--- config.mk ---
export PLATFORM = sky130hd
export DESIGN_NAME = quad_mode_shreg
export DESIGN_NICKNAME = d
export VERILOG_FILES = /design/src/rtl/qmsr_pkg.sv /design/src/rtl/qmsr_bit_mux.sv /design/src/rtl/qmsr_next_word.sv /design/src/rtl/quad_mode_shreg.sv
export SDC_FILE = /design/constraint.sdc
export NUM_CORES = 1
export LEC_CHECK = 0
export ABC_AREA = 1
export CAP_MARGIN = 20
export CELL_PAD_IN_SITES_DETAIL_PLACEMENT = 1
export CELL_PAD_IN_SITES_GLOBAL_PLACEMENT = 1
export CORE_AREA = 2 2 39 41
export CTS_CLUSTER_SIZE = 40
export DETAILED_ROUTE_END_ITERATION = 8
export DIE_AREA = 0 0 41 43
export GPL_TIMING_DRIVEN = 0
export HOLD_SLACK_MARGIN = 0.12
export PLACE_DENSITY_LB_ADDON = 0.1
export REMOVE_ABC_BUFFERS = 1
export SLEW_MARGIN = 15
export SYNTH_ARGS = -nofsm -noshare
export SYNTH_HDL_FRONTEND = slang
export SYNTH_SLANG_ARGS = --single-unit
--- constraint.sdc ---
create_clock -name clk -period 1.57 [get_ports clk]
set_input_delay 0.471 -clock clk [delete_from_list [all_inputs] [get_ports clk]]
set_output_delay 0.471 -clock clk [all_outputs]
set_load 0.02 [all_outputs]
--- src/rtl/qmsr_pkg.sv ---
package qmsr_pkg;

    localparam int unsigned WORD_W = 4;

    typedef logic [WORD_W-1:0] word_t;

    typedef enum logic [1:0] {
        OP_KEEP    = 2'b00,
        OP_CAPTURE = 2'b01,
        OP_TO_MSB  = 2'b10,
        OP_TO_LSB  = 2'b11
    } op_e;

    typedef struct packed {
        word_t par;
        logic  fill_lo;
        logic  fill_hi;
    } feed_t;

    function automatic op_e decode_op(input logic sh, input logic ld);
        return op_e'({sh, ld});
    endfunction

endpackage

--- src/rtl/qmsr_bit_mux.sv ---
module qmsr_bit_mux (
    input  logic       own_bit,
    input  logic       par_bit,
    input  logic       from_lower,
    input  logic       from_upper,
    input  logic [1:0] sel,
    output logic       next_bit
);
    always_comb begin
        unique case (sel)
            2'b00:   next_bit = own_bit;
            2'b01:   next_bit = par_bit;
            2'b10:   next_bit = from_lower;
            default: next_bit = from_upper;
        endcase
    end
endmodule

--- src/rtl/qmsr_next_word.sv ---
module qmsr_next_word
    import qmsr_pkg::*;
#(
    parameter int unsigned W = WORD_W
) (
    input  logic [W-1:0] cur,
    input  logic [W-1:0] par,
    input  logic         fill_lo,
    input  logic         fill_hi,
    input  op_e          op,
    output logic [W-1:0] nxt
);
    localparam int unsigned TOP = W - 1;

    logic [W-1:0] lower_src;
    logic [W-1:0] upper_src;

    assign lower_src = {cur[TOP-1:0], fill_lo};
    assign upper_src = {fill_hi, cur[TOP:1]};

    for (genvar i = 0; i < W; i++) begin : g_bit
        qmsr_bit_mux u_mux (
            .own_bit    (cur[i]),
            .par_bit    (par[i]),
            .from_lower (lower_src[i]),
            .from_upper (upper_src[i]),
            .sel        (op),
            .next_bit   (nxt[i])
        );
    end
endmodule

--- src/rtl/quad_mode_shreg.sv ---
module quad_mode_shreg
    import qmsr_pkg::*;
(
    input  logic       clk,
    input  logic       rst,
    input  logic       shift_en,
    input  logic       load_dir,
    input  logic [3:0] par_in,
    input  logic       ser_lo,
    input  logic       ser_hi,
    output logic [3:0] q
);
    localparam int unsigned W = WORD_W;

    op_e   op;
    feed_t feed;
    word_t state_q;
    word_t state_d;

    assign op   = decode_op(shift_en, load_dir);
    assign feed = '{par: par_in, fill_lo: ser_lo, fill_hi: ser_hi};

    qmsr_next_word #(.W(W)) u_next (
        .cur     (state_q),
        .par     (feed.par),
        .fill_lo (feed.fill_lo),
        .fill_hi (feed.fill_hi),
        .op      (op),
        .nxt     (state_d)
    );

    always_ff @(posedge clk) begin
        if (rst) state_q <= '0;
        else     state_q <= state_d;
    end

    assign q = state_q;

    logic seen_clk;
    always_ff @(posedge clk) seen_clk <= 1'b1;

    AST_RESET_CLEARS: assert property (@(posedge clk) seen_clk && $past(rst) |-> q == '0);
    AST_KEEP_STABLE: assert property (@(posedge clk) disable iff (rst)
        seen_clk && !$past(rst) && $past({shift_en, load_dir}) == 2'b00 |-> $stable(q));
    AST_CAPTURE: assert property (@(posedge clk) disable iff (rst)
        seen_clk && !$past(rst) && $past({shift_en, load_dir}) == 2'b01 |-> q == $past(par_in));
    AST_TO_MSB: assert property (@(posedge clk) disable iff (rst)
        seen_clk && !$past(rst) && $past({shift_en, load_dir}) == 2'b10
        |-> q == {$past(q[2:0]), $past(ser_lo)});
    AST_TO_LSB: assert property (@(posedge clk) disable iff (rst)
        seen_clk && !$past(rst) && $past({shift_en, load_dir}) == 2'b11
        |-> q == {$past(ser_hi), $past(q[3:1])});
endmodule

==> flow_summary.ini, run 1 <==
[yosys]
dominantRegCellSynth = dfxtp_1
syn_inst = 43
synth_seq_cells = 4
syn_area_per_cell_um2 = 6.81
async_flop_share = 0
seq_area_frac_synth = 0.274
synth_edf_count = 0
synth.area.top_cells = dfxtp_1 (27%), nand2_1 (15%), ha_1 (13%)
synth_warnings = 0
synth_top_area_frac = 0.274
synth.largest_area_cell = dfxtp_1
synth_cell_types = 9
yosys.cell_count.top_type = nand2_1
syn_area_um2 = 293

[finish]
n_fill_cell = 176
postLayoutCoreUtil = 0.320
fin_nets = 70
num_antenna_cells = 0
areaGrowthSynthToFinish_pct = 51.3
largest_reg_flops = 4
multi_input_area_um2 = 180
seq_area_um2 = 80.1
drive_gt1_frac = 0.0909

[floorplanning]
coreArea_um2 = 1380
dieArea_um2 = 1760
initial_utilization = 0.212
die_h_um = 43
io_pins = 14
fp.dieW_um = 41
rows = 14

[timing]
rsz0062_at_grt = no
period_needed_ps = 1510
fin_ws_ps = 56.6
worst_hold_slack_ps = 564
timing.final.hold_violations = 0
fin_crit_sh = 0.964
worst_pin_slew_ps = 210
maxSlewHeadroom = 0.860
drv_slew = 0
finalSetupViolCount = 0
fmax_mhz = 661
skew_ps = 1.16

[setup_path]
slowest_stage = clkdlybuf4s50_1
cp.buffers_inverters = 2
crit_family = buffers and inverters
arrival_ps = 1630
crit_type = in -> reg
worstPathRequired_ps = 1680
reg2regPathDepth = 3
r2r_slack_ps = 780
end_kind = flop
cp_max_fo = 8
start_kind = input pin
rr_startpoint = q[1]
rr_endpoint = q[0]
path_cells = clkdlybuf4s50_1 -> inv_2 -> ha_4 -> or2_1 -> nand2_1 -> a21oi_1
critical-path-max-stage-delay_ps = 490

[min_path]
min-delay-path-class = reg -> reg
whs_path_depth = 2
holdPathEnd = q[3]
hp-start = q[3]

[route]
via_count = 310
routedWlPerCell_um = 10.9
antenna_left = 0
routed_via_density = 4.37
dr.first_iter.drc_count = 1
drc = 0
wl_um = 776
firstDrtPassIters = 2

[power_and_ir_drop]
p_clk_frac = 0.361
p_comb_frac = 0.298
seq_power_share = 0.341
ir_drop_mv = 0.357
leakagePower_nw = 0.204
switching_share = 0.287
powerDensity_nw_per_um2 = 800
power_switching_mw = 0.102
intPower_mw = 0.253

[clock_network]
clk_pin_slew_worst_paths_ps = 40
cts_sinks = 4
clk_path_buf_depth = 2
insertion_delay_ps = 230
cts_root_buf = clkbuf_4
cts_setup_buffers = 0
cts_buffers = 3
cts_tree = done
htree_levels = 1

[placement]
dp_slack_ps = -354
place_congestion = 0.635
portBuffers = 13
hpwl_um = 636

[global_routing]
grt_pass1_vias = 320
track_usage = 0.113
grt_first_pass_wirelength_mm = 1.37
grt_max_degree = 9
grt_overflow = 0
antenna_found_initial = 0

[status]
status = complete, no violations

[run]
cap_violations = 0
[cell usage in the layout (no fill, tap or decap)]
cell             count
a21oi_1              4
clkbuf_4             3
clkdlybuf4s50_1      9
dfxtp_1              4
dlygate4sd2_1        4
ha_1                 2
ha_4                 1
inv_1                3
inv_2                1
nand2_1             12
nand3_1              4
o21ai_0              4
or2_1                4
[power groups by stage]
stage,Clock [mW],Sequential [mW],Combinational (mW)
floorplan,0,0.133,0.0426
global placement,0,0.122,0.105
detailed placement,0,0.123,0.109
CTS,0.132,0.121,0.107
global route,0.138,0.123,0.118
finish,0.128,0.121,0.106
[how the worst max path moves through the flow]
stage / from / to / slack [ps] / cells past startpoint
global placement: shift_en / q[3] / -310 / 6
global route: shift_en / q[0] / 1 / 6
detailed placement: shift_en / q[3] / -350 / 6
floorplan: shift_en / q[3] / 260 / 5
CTS: shift_en / q[3] / 30 / 6
finish: load_dir / q[3] / 60 / 6
[repair_timing]
| item | 4_1_cts | 5_1_grt |
|---|---|---|
| gates resized for setup | 6 | 1 |
| endpoints found under the setup margin | 8 | 4 |
| hold buffers | 0 | 0 |
| cloned | 0 | 0 |
| pin swaps | 0 | 1 |
[per-stage QoR]
| step | cell area [µm²] | instances | power [mW] | TNS, ps |
|---|---|---|---|---|
| finish | 443 | 71 | 0.354 | 0 |
| global route | 443 | 71 | 0.379 | 0 |
| CTS | 443 | 71 | 0.360 | 0 |
| detailed placement | 413 | 68 | 0.232 | -1380 |
| global placement | 413 | 68 | 0.228 | -1180 |
| floorplan | 263 | 39 | 0.176 | 0 |
[worst min-delay path, stage by stage (launching register included)]
cell	delay, ps
dfxtp_1	300
o21ai_0	170
a21oi_1	40
[cells by family (layout without fill, tap and decap cells)]
| kind of cell | Yosys count | in the layout | synth area share |
|---|---|---|---|
| compound gates | 8 | 8 | 0.137 |
| fa+ha+maj | 3 | 3 | 0.128 |
| buf+inv | 8 | 20 | 0.154 |
| simple gates | 20 | 20 | 0.308 |
| flops | 4 | 4 | 0.274 |
[layout make-up]
class                   count  share of cell area
multi-input cells          31               0.407
repair buffers             13               0.282
flip-flops and latches      4               0.181
clock buffers               3              0.0508
well taps                  16              0.0452
inverters                   4              0.0339
[layer usage]
metal	part of all wire	GRT usage
met1	0.43	0.144
met5	0	0
met3	0.027	0.0314
met2	0.55	0.175
met4	0	0.0400
(Power assumes the default switching activity.)
==> run 2, diff against run 1 <==
--- a/config.mk
+++ b/config.mk
@@ -17,4 +17,5 @@
 export HOLD_SLACK_MARGIN = 0.12
 export PLACE_DENSITY_LB_ADDON = 0.1
+export RECOVER_POWER = 25
 export REMOVE_ABC_BUFFERS = 1
 export SLEW_MARGIN = 15
==> constraint.sdc (replaced) <==
create_clock -name clk -period 1.57 [get_ports clk]
set_input_delay 0.471 -clock clk [delete_from_list [all_inputs] [get_ports clk]]
set_output_delay 0.471 -clock clk [all_outputs]
set_load 0.01 [all_outputs]
==> results of run 2 <==
The final DEF is identical to that of run 1. Status: complete, no violations.
Among the figures that moved: total power 0.354 mW -> 0.347 mW; worst IR drop on VDD 0.357 mV -> 0.356 mV
==> run 3, diff against run 2 <==
CAP_MARGIN = default   (was 20)
GPL_TIMING_DRIVEN = default   (was 0)
==> flow_summary.ini, run 3 (synthesis gave the netlist of run 1 again) <==
[route]
routed_via_density = 4.43
routedWlPerCell_um = 10.1
antenna_left = 0
drc = 0
via_count = 332
dr.first_iter.drc_count = 2
wl_um = 759
firstDrtPassIters = 2

[setup_path]
worstPathRequired_ps = 1100
end_kind = primary output
crit_type = reg -> out
reg2regPathDepth = 3
rr_endpoint = q[0]
path_cells = dlygate4sd2_1
critical-path-max-stage-delay_ps = 360
start_kind = flop
crit_family = flip-flops
rr_startpoint = q[1]
r2r_slack_ps = 770
cp.buffers_inverters = 1
cp_max_fo = 4
arrival_ps = 870
slowest_stage = dfxtp_1

[floorplanning]
rows = 14
coreArea_um2 = 1380
fp.dieW_um = 41
io_pins = 14
dieArea_um2 = 1760
initial_utilization = 0.212
die_h_um = 43

[placement]
dp.cells = 72
hpwl_um = 645
portBuffers = 13
place_congestion = 0.616

[power_and_ir_drop]
intPower_mw = 0.259
seq_power_share = 0.344
powerDensity_nw_per_um2 = 732
power_switching_mw = 0.0907
p_clk_frac = 0.353
p_comb_frac = 0.303
leakagePower_nw = 0.229
switching_share = 0.259
ir_drop_mv = 0.487

[global_routing]
grt_overflow = 0
grt_pass1_vias = 346
track_usage = 0.111
grt_max_degree = 9
grt_first_pass_wirelength_mm = 1.34
antenna_found_initial = 0

[timing]
worst_pin_slew_ps = 202
rsz0062_at_grt = no
timing.final.hold_violations = 0
finalSetupViolCount = 0
drv_slew = 0
skew_ps = 4.84
fin_crit_sh = 0.855
fmax_mhz = 745
period_needed_ps = 1340
maxSlewHeadroom = 0.865

[clock_network]
htree_levels = 1
cts_setup_buffers = 0
cts_root_buf = clkbuf_4
cts_sinks = 4
cts_tree = done
insertion_delay_ps = 230
clk_path_buf_depth = 2
clk_pin_slew_worst_paths_ps = 40
cts_buffers = 3

[finish]
final_common_cell = nand2_1
drive_gt1_frac = 0.186
num_antenna_cells = 0
n_fill_cell = 170
largest_reg_flops = 4
postLayoutCoreUtil = 0.345
layout_common_cells = nand2_1 (12), clkdlybuf4s50_1 (7)
areaGrowthSynthToFinish_pct = 63.2
fin_nets = 74
finalNonFillerCells = 75

[status]
status = complete, no violations

[min_path]
hp-start = q[1]
whs_path_depth = 2
min-delay-path-class = reg -> reg
holdPathEnd = q[1]

[run]
cap_violations = 0
[run 3: how the worst max path moves through the flow]
stage / endpoint / start / cells past startpoint
3_5_place_dp: q[0] / shift_en / 7
3_3_place_gp: q[3] / shift_en / 6
5_1_grt: q[2] / shift_en / 8
4_1_cts: q[2] / load_dir / 8
2_1_floorplan: q[3] / shift_en / 5
6_report: q[1] / q[1] / 1
[run 3: timing repair]
item | 4_1_cts | 5_1_grt
hold buffers | 0 | 0
resized for setup | 6 | 5
endpoints found under the setup margin | 8 | 4
[run 3: area by class of cell]
class / instances / area, µm² / share of cell area
clock buffers: 3 / 22.5 / 0.0471
well taps: 16 / 20.0 / 0.0419
repair buffers: 17 / 158 / 0.330
flip-flops and latches: 4 / 80.1 / 0.168
multi-input cells: 31 / 183 / 0.382
inverters: 4 / 15.0 / 0.0314
[run 3: worst reg2reg max path, cell delays in order (launching register included)]
cell	delay (ps)
dfxtp_1	320
or2_1	220
nand2_1	70
a21oi_1	60
[run 3: power by group through the flow]
| stage | clock network [mW] | registers [mW] | logic [mW] |
|---|---|---|---|
| after CTS | 0.129 | 0.121 | 0.109 |
| after floorplan | 0 | 0.125 | 0.0427 |
| after detailed placement | 0 | 0.123 | 0.110 |
| final | 0.124 | 0.120 | 0.106 |
| after global placement | 0 | 0.122 | 0.107 |
| after global routing | 0.138 | 0.122 | 0.119 |
[run 3: metrics by stage]
step / hold WS, ps / TNS [ps] / power (mW) / setup WS (ps) / instance area (µm²)
after detailed placement: 572 / -1190 / 0.233 / -310 / 443
final: 574 / 0 / 0.350 / 227 / 478
after global routing: 622 / 0 / 0.380 / 151 / 478
after floorplan: 562 / 0 / 0.168 / 263 / 263
after CTS: 584 / 0 / 0.359 / 3.98 / 475
after global placement: 552 / -1070 / 0.229 / -280 / 443
[run 3: routing by layer]
layer | up-vias | wire length [µm] | track usage
met3 | 0 | 57 | 0.0628
met1 | 156 | 297 | 0.116
met4 | 0 | 0 | 0.0200
li1 | 167 | - | -
met5 | - | 0 | 0
met2 | 9 | 404 | 0.188
